$ cat config.mk
export PLATFORM = sky130hd
export DESIGN_NAME = usart_clkgen
export DESIGN_NICKNAME = d
export VERILOG_FILES = /design/src/rtl/usart_clkgen_pkg.sv /design/src/rtl/usart_baud_div.sv /design/src/rtl/usart_tx_postscale.sv /design/src/rtl/usart_ext_edge.sv /design/src/rtl/usart_clkgen.sv
export SDC_FILE = /design/constraint.sdc
export NUM_CORES = 1
export LEC_CHECK = 0
export ABC_CLOCK_PERIOD_IN_PS = 7000
export BUFFER_PORTS_ARGS = -buffer_cell sky130_fd_sc_hd__buf_2
export CORE_ASPECT_RATIO = 0.9
export CORE_MARGIN = 1.5
export CORE_UTILIZATION = 23
export DETAILED_ROUTE_END_ITERATION = 10
export PLACE_DENSITY = 0.37
export SLEW_MARGIN = 20
export SYNTH_ARGS = -nofsm -noshare
export SYNTH_HDL_FRONTEND = slang
export SYNTH_SLANG_ARGS = --single-unit
$ cat constraint.sdc
create_clock -name clk -period 7 [get_ports clk]
set_clock_uncertainty 0.15 [all_clocks]
set_input_delay 1.4 -clock clk [delete_from_list [all_inputs] [get_ports clk]]
set_output_delay 1.4 -clock clk [all_outputs]
set_load 0.005 [all_outputs]
$ cat src/rtl/usart_clkgen_pkg.sv
package usart_clkgen_pkg;

   typedef enum logic [1:0] {
      CG_ASYNC  = 2'd0,
      CG_MASTER = 2'd1,
      CG_SLAVE  = 2'd2
   } cg_mode_e;

   function automatic cg_mode_e cg_decode(input logic sync_sel, input logic dir_out);
      if (!sync_sel)   return CG_ASYNC;
      else if (dir_out) return CG_MASTER;
      else             return CG_SLAVE;
   endfunction

endpackage

$ cat src/rtl/usart_baud_div.sv
module usart_baud_div #(
   parameter int DIV_W = 12
) (
   input  logic             clk,
   input  logic             rst_n,
   input  logic             lo_wr,
   input  logic [7:0]       lo_data,
   input  logic             hi_wr,
   input  logic [DIV_W-9:0] hi_data,
   output logic             base_tick
);
   localparam int HI_W = DIV_W - 8;

   logic [HI_W-1:0]  hi_stage;
   logic [DIV_W-1:0] divisor;
   logic [DIV_W-1:0] cnt;

   initial begin
      assert (DIV_W >= 9 && DIV_W <= 16) else $error("usart_baud_div: DIV_W out of range");
   end

   always_ff @(posedge clk) begin
      if (!rst_n) begin
         hi_stage <= '0;
         divisor  <= '0;
         cnt      <= '0;
      end else begin
         if (hi_wr)
            hi_stage <= hi_data;
         if (lo_wr) begin
            divisor <= {hi_stage, lo_data};
            cnt     <= {hi_stage, lo_data};
         end else if (cnt == '0) begin
            cnt <= divisor;
         end else begin
            cnt <= cnt - 1'b1;
         end
      end
   end

   // a write restarts the count, so no strobe in that cycle
   assign base_tick = (cnt == '0) && !lo_wr;

   AST_CNT_BOUND: assert property (@(posedge clk) disable iff (!rst_n)
      cnt <= divisor);
   AST_COUNT_DOWN: assert property (@(posedge clk) disable iff (!rst_n)
      (!lo_wr && cnt != '0) |=> cnt == $past(cnt) - 1'b1);
   AST_LOAD_RESTART: assert property (@(posedge clk) disable iff (!rst_n)
      lo_wr |=> cnt == divisor);
   AST_HI_STAGED: assert property (@(posedge clk) disable iff (!rst_n)
      !lo_wr |=> divisor == $past(divisor));

endmodule

$ cat src/rtl/usart_tx_postscale.sv
module usart_tx_postscale #(
   parameter int RATIO_ASYNC  = 16,
   parameter int RATIO_DOUBLE = 8,
   parameter int RATIO_SYNC   = 2
) (
   input  logic clk,
   input  logic rst_n,
   input  logic base_tick,
   input  logic restart,
   input  logic sync_sel,
   input  logic double_speed,
   input  logic pin_dir_out,
   output logic tx_fire,
   output logic ps_clr
);
   localparam int RMAX_AD = (RATIO_ASYNC > RATIO_DOUBLE) ? RATIO_ASYNC : RATIO_DOUBLE;
   localparam int RMAX    = (RMAX_AD > RATIO_SYNC) ? RMAX_AD : RATIO_SYNC;
   localparam int PS_W    = (RMAX > 2) ? $clog2(RMAX) : 1;
   localparam logic [PS_W-1:0] LIM_ASYNC  = PS_W'(RATIO_ASYNC - 1);
   localparam logic [PS_W-1:0] LIM_DOUBLE = PS_W'(RATIO_DOUBLE - 1);
   localparam logic [PS_W-1:0] LIM_SYNC   = PS_W'(RATIO_SYNC - 1);

   logic [PS_W-1:0] ps;
   logic [PS_W-1:0] lim;
   logic [2:0]      key, key_q;
   logic            cfg_chg;

   initial begin
      assert (RATIO_ASYNC >= 2 && RATIO_DOUBLE >= 2 && RATIO_SYNC >= 2)
         else $error("usart_tx_postscale: ratios must be at least 2");
   end

   assign key     = {sync_sel, double_speed, pin_dir_out};
   assign cfg_chg = (key != key_q);
   assign ps_clr  = restart || cfg_chg;

   always_comb begin
      if (sync_sel)          lim = LIM_SYNC;
      else if (double_speed) lim = LIM_DOUBLE;
      else                   lim = LIM_ASYNC;
   end

   always_ff @(posedge clk) begin
      if (!rst_n) begin
         ps    <= '0;
         key_q <= '0;
      end else begin
         key_q <= key;
         if (ps_clr)
            ps <= '0;
         else if (base_tick)
            ps <= (ps == lim) ? '0 : ps + 1'b1;
      end
   end

   assign tx_fire = base_tick && !ps_clr && (ps == lim);

   AST_PS_RANGE: assert property (@(posedge clk) disable iff (!rst_n)
      !cfg_chg |-> ps <= lim);
   AST_PS_CLEARED: assert property (@(posedge clk) disable iff (!rst_n)
      ps_clr |=> ps == '0);

endmodule

$ cat src/rtl/usart_ext_edge.sv
module usart_ext_edge #(
   parameter int STAGES = 2
) (
   input  logic clk,
   input  logic rst_n,
   input  logic pin_in,
   input  logic fall_sel,
   output logic edge_hit
);
   logic [STAGES-1:0] sync_q;
   logic              last_q;
   logic              settled;

   initial begin
      assert (STAGES >= 2) else $error("usart_ext_edge: at least two synchronizer stages");
   end

   always_ff @(posedge clk) begin
      if (!rst_n) begin
         sync_q <= '0;
         last_q <= 1'b0;
      end else begin
         sync_q <= {sync_q[STAGES-2:0], pin_in};
         last_q <= sync_q[STAGES-1];
      end
   end

   assign settled  = sync_q[STAGES-1];
   // rising when fall_sel=0, falling when fall_sel=1
   assign edge_hit = (settled ^ last_q) && (settled ^ fall_sel);

   AST_EDGE_GAP: assert property (@(posedge clk) disable iff (!rst_n)
      edge_hit |=> (!edge_hit || fall_sel != $past(fall_sel)));

endmodule

$ cat src/rtl/usart_clkgen.sv
module usart_clkgen
   import usart_clkgen_pkg::*;
#(
   parameter int DIV_W        = 12,
   parameter int SYNC_STAGES  = 2,
   parameter int RATIO_ASYNC  = 16,
   parameter int RATIO_DOUBLE = 8,
   parameter int RATIO_SYNC   = 2,
   parameter bit TICK_REG     = 1'b1
) (
   input  logic             clk,
   input  logic             rst_n,
   input  logic             div_lo_wr,
   input  logic [7:0]       div_lo_data,
   input  logic             div_hi_wr,
   input  logic [DIV_W-9:0] div_hi_data,
   input  logic             sync_sel,
   input  logic             double_speed,
   input  logic             pin_dir_out,
   input  logic             clk_pol,
   input  logic             ext_clk_in,
   output logic             tx_tick,
   output logic             rx_tick,
   output logic             clk_out,
   output logic             clk_oe
);
   cg_mode_e mode;
   logic     base_tick, tx_fire, ps_clr, edge_hit;
   logic     tx_next, rx_next, lvl_q;

   assign mode = cg_decode(sync_sel, pin_dir_out);

   usart_baud_div #(.DIV_W(DIV_W)) u_div (
      .clk      (clk),
      .rst_n    (rst_n),
      .lo_wr    (div_lo_wr),
      .lo_data  (div_lo_data),
      .hi_wr    (div_hi_wr),
      .hi_data  (div_hi_data),
      .base_tick(base_tick)
   );

   usart_tx_postscale #(
      .RATIO_ASYNC (RATIO_ASYNC),
      .RATIO_DOUBLE(RATIO_DOUBLE),
      .RATIO_SYNC  (RATIO_SYNC)
   ) u_ps (
      .clk         (clk),
      .rst_n       (rst_n),
      .base_tick   (base_tick),
      .restart     (div_lo_wr),
      .sync_sel    (sync_sel),
      .double_speed(double_speed),
      .pin_dir_out (pin_dir_out),
      .tx_fire     (tx_fire),
      .ps_clr      (ps_clr)
   );

   usart_ext_edge #(.STAGES(SYNC_STAGES)) u_edge (
      .clk     (clk),
      .rst_n   (rst_n),
      .pin_in  (ext_clk_in),
      .fall_sel(clk_pol),
      .edge_hit(edge_hit)
   );

   // slave uses the external edge, other modes the internal divider
   assign tx_next = (mode == CG_SLAVE) ? edge_hit : tx_fire;
   assign rx_next = (mode == CG_SLAVE) ? edge_hit : base_tick;

   // master clock level: half period is one base strobe
   always_ff @(posedge clk) begin
      if (!rst_n)         lvl_q <= 1'b0;
      else if (ps_clr)    lvl_q <= 1'b0;
      else if (base_tick) lvl_q <= ~lvl_q;
   end

   assign clk_oe  = (mode == CG_MASTER);
   assign clk_out = clk_oe ? (lvl_q ^ clk_pol) : clk_pol;

   generate
      if (TICK_REG) begin : g_tick_reg
         always_ff @(posedge clk) begin
            if (!rst_n) begin
               tx_tick <= 1'b0;
               rx_tick <= 1'b0;
            end else begin
               tx_tick <= tx_next;
               rx_tick <= rx_next;
            end
         end

         AST_MASTER_TOGGLE: assert property (@(posedge clk) disable iff (!rst_n)
            (rx_tick && clk_oe && $past(clk_oe) && $stable(clk_pol) && !$past(ps_clr))
               |-> clk_out != $past(clk_out));
      end else begin : g_tick_comb
         assign tx_tick = tx_next && rst_n;
         assign rx_tick = rx_next && rst_n;
      end
   endgenerate

   AST_TX_WITH_RX: assert property (@(posedge clk) disable iff (!rst_n)
      tx_tick |-> rx_tick);

endmodule

Word-level counts from Yosys, hierarchy flattened

Cells that the tools add are included.

Latch bits: 0
Bits of input ports: 21
ROM bits: 0
Memory bits (writable): 0
Memories: 0
Register bits after elaboration: 41
Output and inout bits: 4

Eq/ne operators: 4
$lt $le $gt $ge: 0
Shifts and indexed selects: 0
Multipliers: 0
Bitwise gates (word level): 5
Add/sub/neg operators: 2
Reduce and logical (&&, ||, !) cells: 9
Mux-type cells: 10
Div/mod/pow operators: 0

Operator list:

| kind                  | number |
|---|---|
| $mux 12               | 2 |
| $logic_not 12->1      | 1 |
| $mux 4                | 3 |
| $sub 12x1->12 const B | 1 |
| $add 4x1->4 const B   | 1 |
| $eq 4x4->1            | 1 |
| $logic_and 1x1->1     | 4 |
| $mux 2                | 2 |
| $mux 1                | 3 |
| $ne 3x3->1            | 1 |
| $xor 1x1->1           | 3 |
| $eq 2x1->1 const B    | 1 |
| $eq 2x2->1 const B    | 1 |
| $logic_not 1->1       | 2 |
| $not 1->1             | 2 |
| $reduce_or 2->1       | 1 |
| $logic_or 1x1->1      | 1 |

Longest topological paths before layout

Word-level depth: 6
Gate-level depth with buffers: 7
Mapped depth without buffers: 6

By module

Synthesis repeated with hierarchy kept, for this count alone.

Cell total of the unflattened synthesis: 212
Area total of the unflattened synthesis: 2,029.4 um^2

By module, submodules not included:

| module             | cells an instance | instances | area each (um^2) | sequential area each (um^2) |
|---|---|---|---|---|
| usart_baud_div     | 152               | 1         | 1,408.9          | 560.5 |
| usart_tx_postscale | 37                | 1         | 370.4            | 140.1 |
| usart_clkgen       | 14                | 1         | 148.9            | 60.1 |
| usart_ext_edge     | 9                 | 1         | 101.3            | 60.1 |

Worst setup path after synthesis

OpenSTA, ideal clock, no wires.

Path kind: in2out
Start: in pin_dir_out
End: out clk_out
Data required time: 5,450 ps
Stages on the path: 3
Arrival time: 1,762 ps
Slack: 3,688 ps
Path through: and2_1 -> nand2_1 -> xnor2_1

Word-level cells in the longest chain between the ends: 4

RTL lines:

| what            | RTL line               | text |
|---|---|---|
| start, declared | usart_clkgen.sv:19     | `input logic pin_dir_out,` |
| $mux 2          | usart_clkgen_pkg.sv:11 | `else if (dir_out) return CG_MASTER;` |
| $mux 2          | usart_clkgen_pkg.sv:10 | `if (!sync_sel) return CG_ASYNC;` |
| $eq 2x1->1      | usart_clkgen.sv:78     | `assign clk_oe = (mode == CG_MASTER);` |
| $mux 1          | usart_clkgen.sv:79     | `assign clk_out = clk_oe ? (lvl_q ^ clk_pol) : clk_pol;` |
| end, declared   | usart_clkgen.sv:24     | `output logic clk_out,` |

Every way passes these cells.

Final worst setup path

Start: in sync_sel
End: out clk_out

Word-level cells in the longest chain between the ends: 3

RTL lines:

| what            | RTL line               | text |
|---|---|---|
| start, declared | usart_clkgen.sv:17     | `input logic sync_sel,` |
| $mux 2          | usart_clkgen_pkg.sv:10 |  |
| $eq 2x1->1      | usart_clkgen.sv:78     |  |
| $mux 1          | usart_clkgen.sv:79     |  |

Every way passes these cells.

==> results.txt <==
outcome - complete, no violations
Top FF cell, synth - dfxtp_1
ANT nets after route - 0
worst vdd ir - 0.0762 mV
Clock Sink Count - 41
Critical Path Slowest Stage Cell - and2_1
post-CTS sizing - 0
Area after DPL - 2200 um2
Syn Inst Count - 214
CP max stage delay - 0.15 ns
synthesis-to-layout area growth - 15.4%
Clock Power Share - 29.6%
Required @ worst endpoint - 5.45 ns
clk buf depth - 2
Clock Latency Late Sink - 0.29 ns
worst flop-to-flop path startpoint - u_div.cnt[0]$_SDFF_PN0_
Die H - 91.0 um
Switch Pwr - 0.156 mW
R2R Path End - tx_tick$_SDFF_PN0_
syn_area_per_cell - 9.25 um2
first-pass GRT wire length - 7450 um
Hold Path Depth - 1
WHS - 0.285 ns
Setup Viol. Count Final - 0
Die W - 101 um
Hold Fails Final Rpt - 0
CTS tree - yes
Sequential Power Share - 49.6%
initial antenna violation count - 0
# rows - 31
R2R setup slack - 4.35 ns
final WL - 4440 um
hold buffer count at cts - 0
Initial DRC Count - 63
n_diodes - 0
Slew HR - 36.5%
gpl congestion - 0.661
Hold Crit Endpoint - u_edge.sync_q[1]$_SDFF_PN0_
maxcap violations - 0
htree depth - 2
kind of critical path - in -> out
wire length per cell - 12.7 um
sw frac - 29.3%
EDFF count, synth - 0
r2r worst-path depth - 6
DRT Pass-1 Iters - 4
Synth area leader - dfxtp_1
setup slack after placement - 3.46 ns
logic gate share of total power - 20.8%
total power - 0.532 mW
via count of the first global-routing pass - 1538
Worst Hold Class - reg -> reg
GR Overflow Total - 0
Max Slew Vio Count - 0
die area - 9170 um2
CP Cell Sequence - buf_2 -> and2_1 -> nand2_1 -> xnor2_1 -> buf_2
Hold Crit Start - u_edge.sync_q[0]$_SDFF_PN0_
Syn Nets - 238
ys async rst share - 0%
post-route minimum period - 3.54 ns
area share of the largest cell type after synthesis - 41.5%
post-route clock period utilization - 50.5%
Int Pwr - 0.376 mW
Vias/cell - 4.45
largest net degree at the start of global routing - 38
sequential-to-total area share from yosys stat - 41.5%
post-synthesis cell area - 1980 um2
Yosys reg bits - 41
most used cell, CP - buf_2
post-synthesis cell type count - 45
post-route cell area - 2280 um2
post-route worst setup slack - 3.46 ns
I/O Pins - 25
Tightest Pin Transition - 0.950 ns
setup TNS - 0 ns
core area - 8180 um2
synth top area cells - dfxtp_1 (41%), mux2i_1 (9.6%), nor2b_1 (5.1%), nand3_1 (3.0%), xor2_1 (2.7%)
Setup Buffers After CTS - 0
Crit. End Element - primary output
Final nets - 257
DP HPWL - 2960 um
vias - 1548
DR DRC count - 0
Critical Path Source Type - input pin
cts bufs inserted - 5
RSZ-0062 raised after global routing - false
Initial Util - 24.2%
crit path max fanout - 6
most numerous cell in the Yosys netlist - dfxtp_1
Reg clk slew, reported paths - 0.07 ns
fmax - 283 MHz
PD cells - 233 nW/um2
CP Data Arrival Time - 1.99 ns
yosys warns - 0
share of cells above drive strength 1 - 14.6%
All-Layer GR Usage - 10.3%
port bufs - 24
Synth top cells by count - dfxtp_1 (41), mux2i_1 (19), nor2b_1 (16)
Lkg Pwr - 0.898 nW
CTS Root Cell - clkbuf_8
per-stage QoR:
step                      std cells  utilization [%]
final                           348             27.9
after global routing            348             27.9
after CTS                       348             27.9
after detailed placement        341             26.8
after global placement          341             26.8
after floorplan                 214                -
power groups by stage:
| stage | Combinational, mW | Sequential [mW] | Clock (mW) |
|---|---|---|---|
| 2_1_floorplan | 0.0854 | 0.265 | 0 |
| 3_3_place_gp | 0.111 | 0.269 | 0 |
| 3_5_place_dp | 0.111 | 0.269 | 0 |
| 4_1_cts | 0.112 | 0.264 | 0.168 |
| 5_1_grt | 0.126 | 0.266 | 0.175 |
| 6_report | 0.110 | 0.264 | 0.158 |
layout by cell type (no fill, tap or decap), types with 2 or more instances in the layout:
cell,Yosys,routed
a21oi_1,3,3
or3_1,2,2
nand2_1,7,7
a41oi_1,2,2
dfxtp_1,41,41
nor2b_1,16,16
nand3b_1,3,3
nor3b_1,3,3
o21a_1,3,3
ha_1,3,3
nand2b_1,4,4
xnor2_1,3,3
clkbuf_8,0,6
nor3_1,9,9
nand3_1,12,12
or4b_1,2,2
a211oi_1,2,2
or4_2,2,2
inv_1,4,4
buf_2,0,24
nor4_1,3,3
o21ai_0,6,6
nor2_1,12,12
mux2i_1,19,19
nor4b_1,2,2
xor2_1,6,6
a21boi_0,4,4
and2_1,8,8
o31ai_1,6,6
critical path, delay by kind of cell:
family / cells / cell delay [ns]
buffers and inverters: 2 / 0.25
and+or+nand+nor: 2 / 0.21
xor gates and xnor gates: 1 / 0.12
flip-flops by register name, indices dropped and copies added, names as in the netlist:
signal          cells
u_div.cnt          12
u_edge.last_q       1
rx_tick             1
tx_tick             1
u_div.hi_stage      4
lvl_q               1
u_edge.sync_q       2
u_ps.key_q          3
u_ps.ps             4
u_div.divisor      12
final cells by class:
type,count,area (um2)
inverter,4,15.0
timing repair buffer,24,120
sequential,41,821
clock buffer,7,86.3
fill,893,5900
tap,115,144
multi-input combinational,157,1100
worst max-delay path by stage:
stage,start,endpoint,cells after the start
floorplan,pin_dir_out,clk_out,3
global placement,sync_sel,clk_out,5
detailed placement,sync_sel,clk_out,5
CTS,sync_sel,clk_out,5
global route,sync_sel,clk_out,5
finish,sync_sel,clk_out,5
logic make-up after synthesis:
| logic type | synth area share (%) |
|---|---|
| xor gates and xnor gates | 3.98 |
| AOI/OAI and AO/OA | 12.7 |
| buffers and inverters | 3.10 |
| adders and majority gates | 1.90 |
| and+or+nand+nor | 27.2 |
| muxes | 9.61 |
| DFF | 41.5 |
routing by layer:
layer / GRT usage (%) / up-vias / share of wire [%]
li1: - / 813 / -
met1: 14.2 / 711 / 52
met2: 15.5 / 18 / 43
met3: 2.39 / 6 / 2.7
met4: 3.87 / 0 / 1.6
met5: 0 / - / 0
Power figures use the tool's default switching activity.
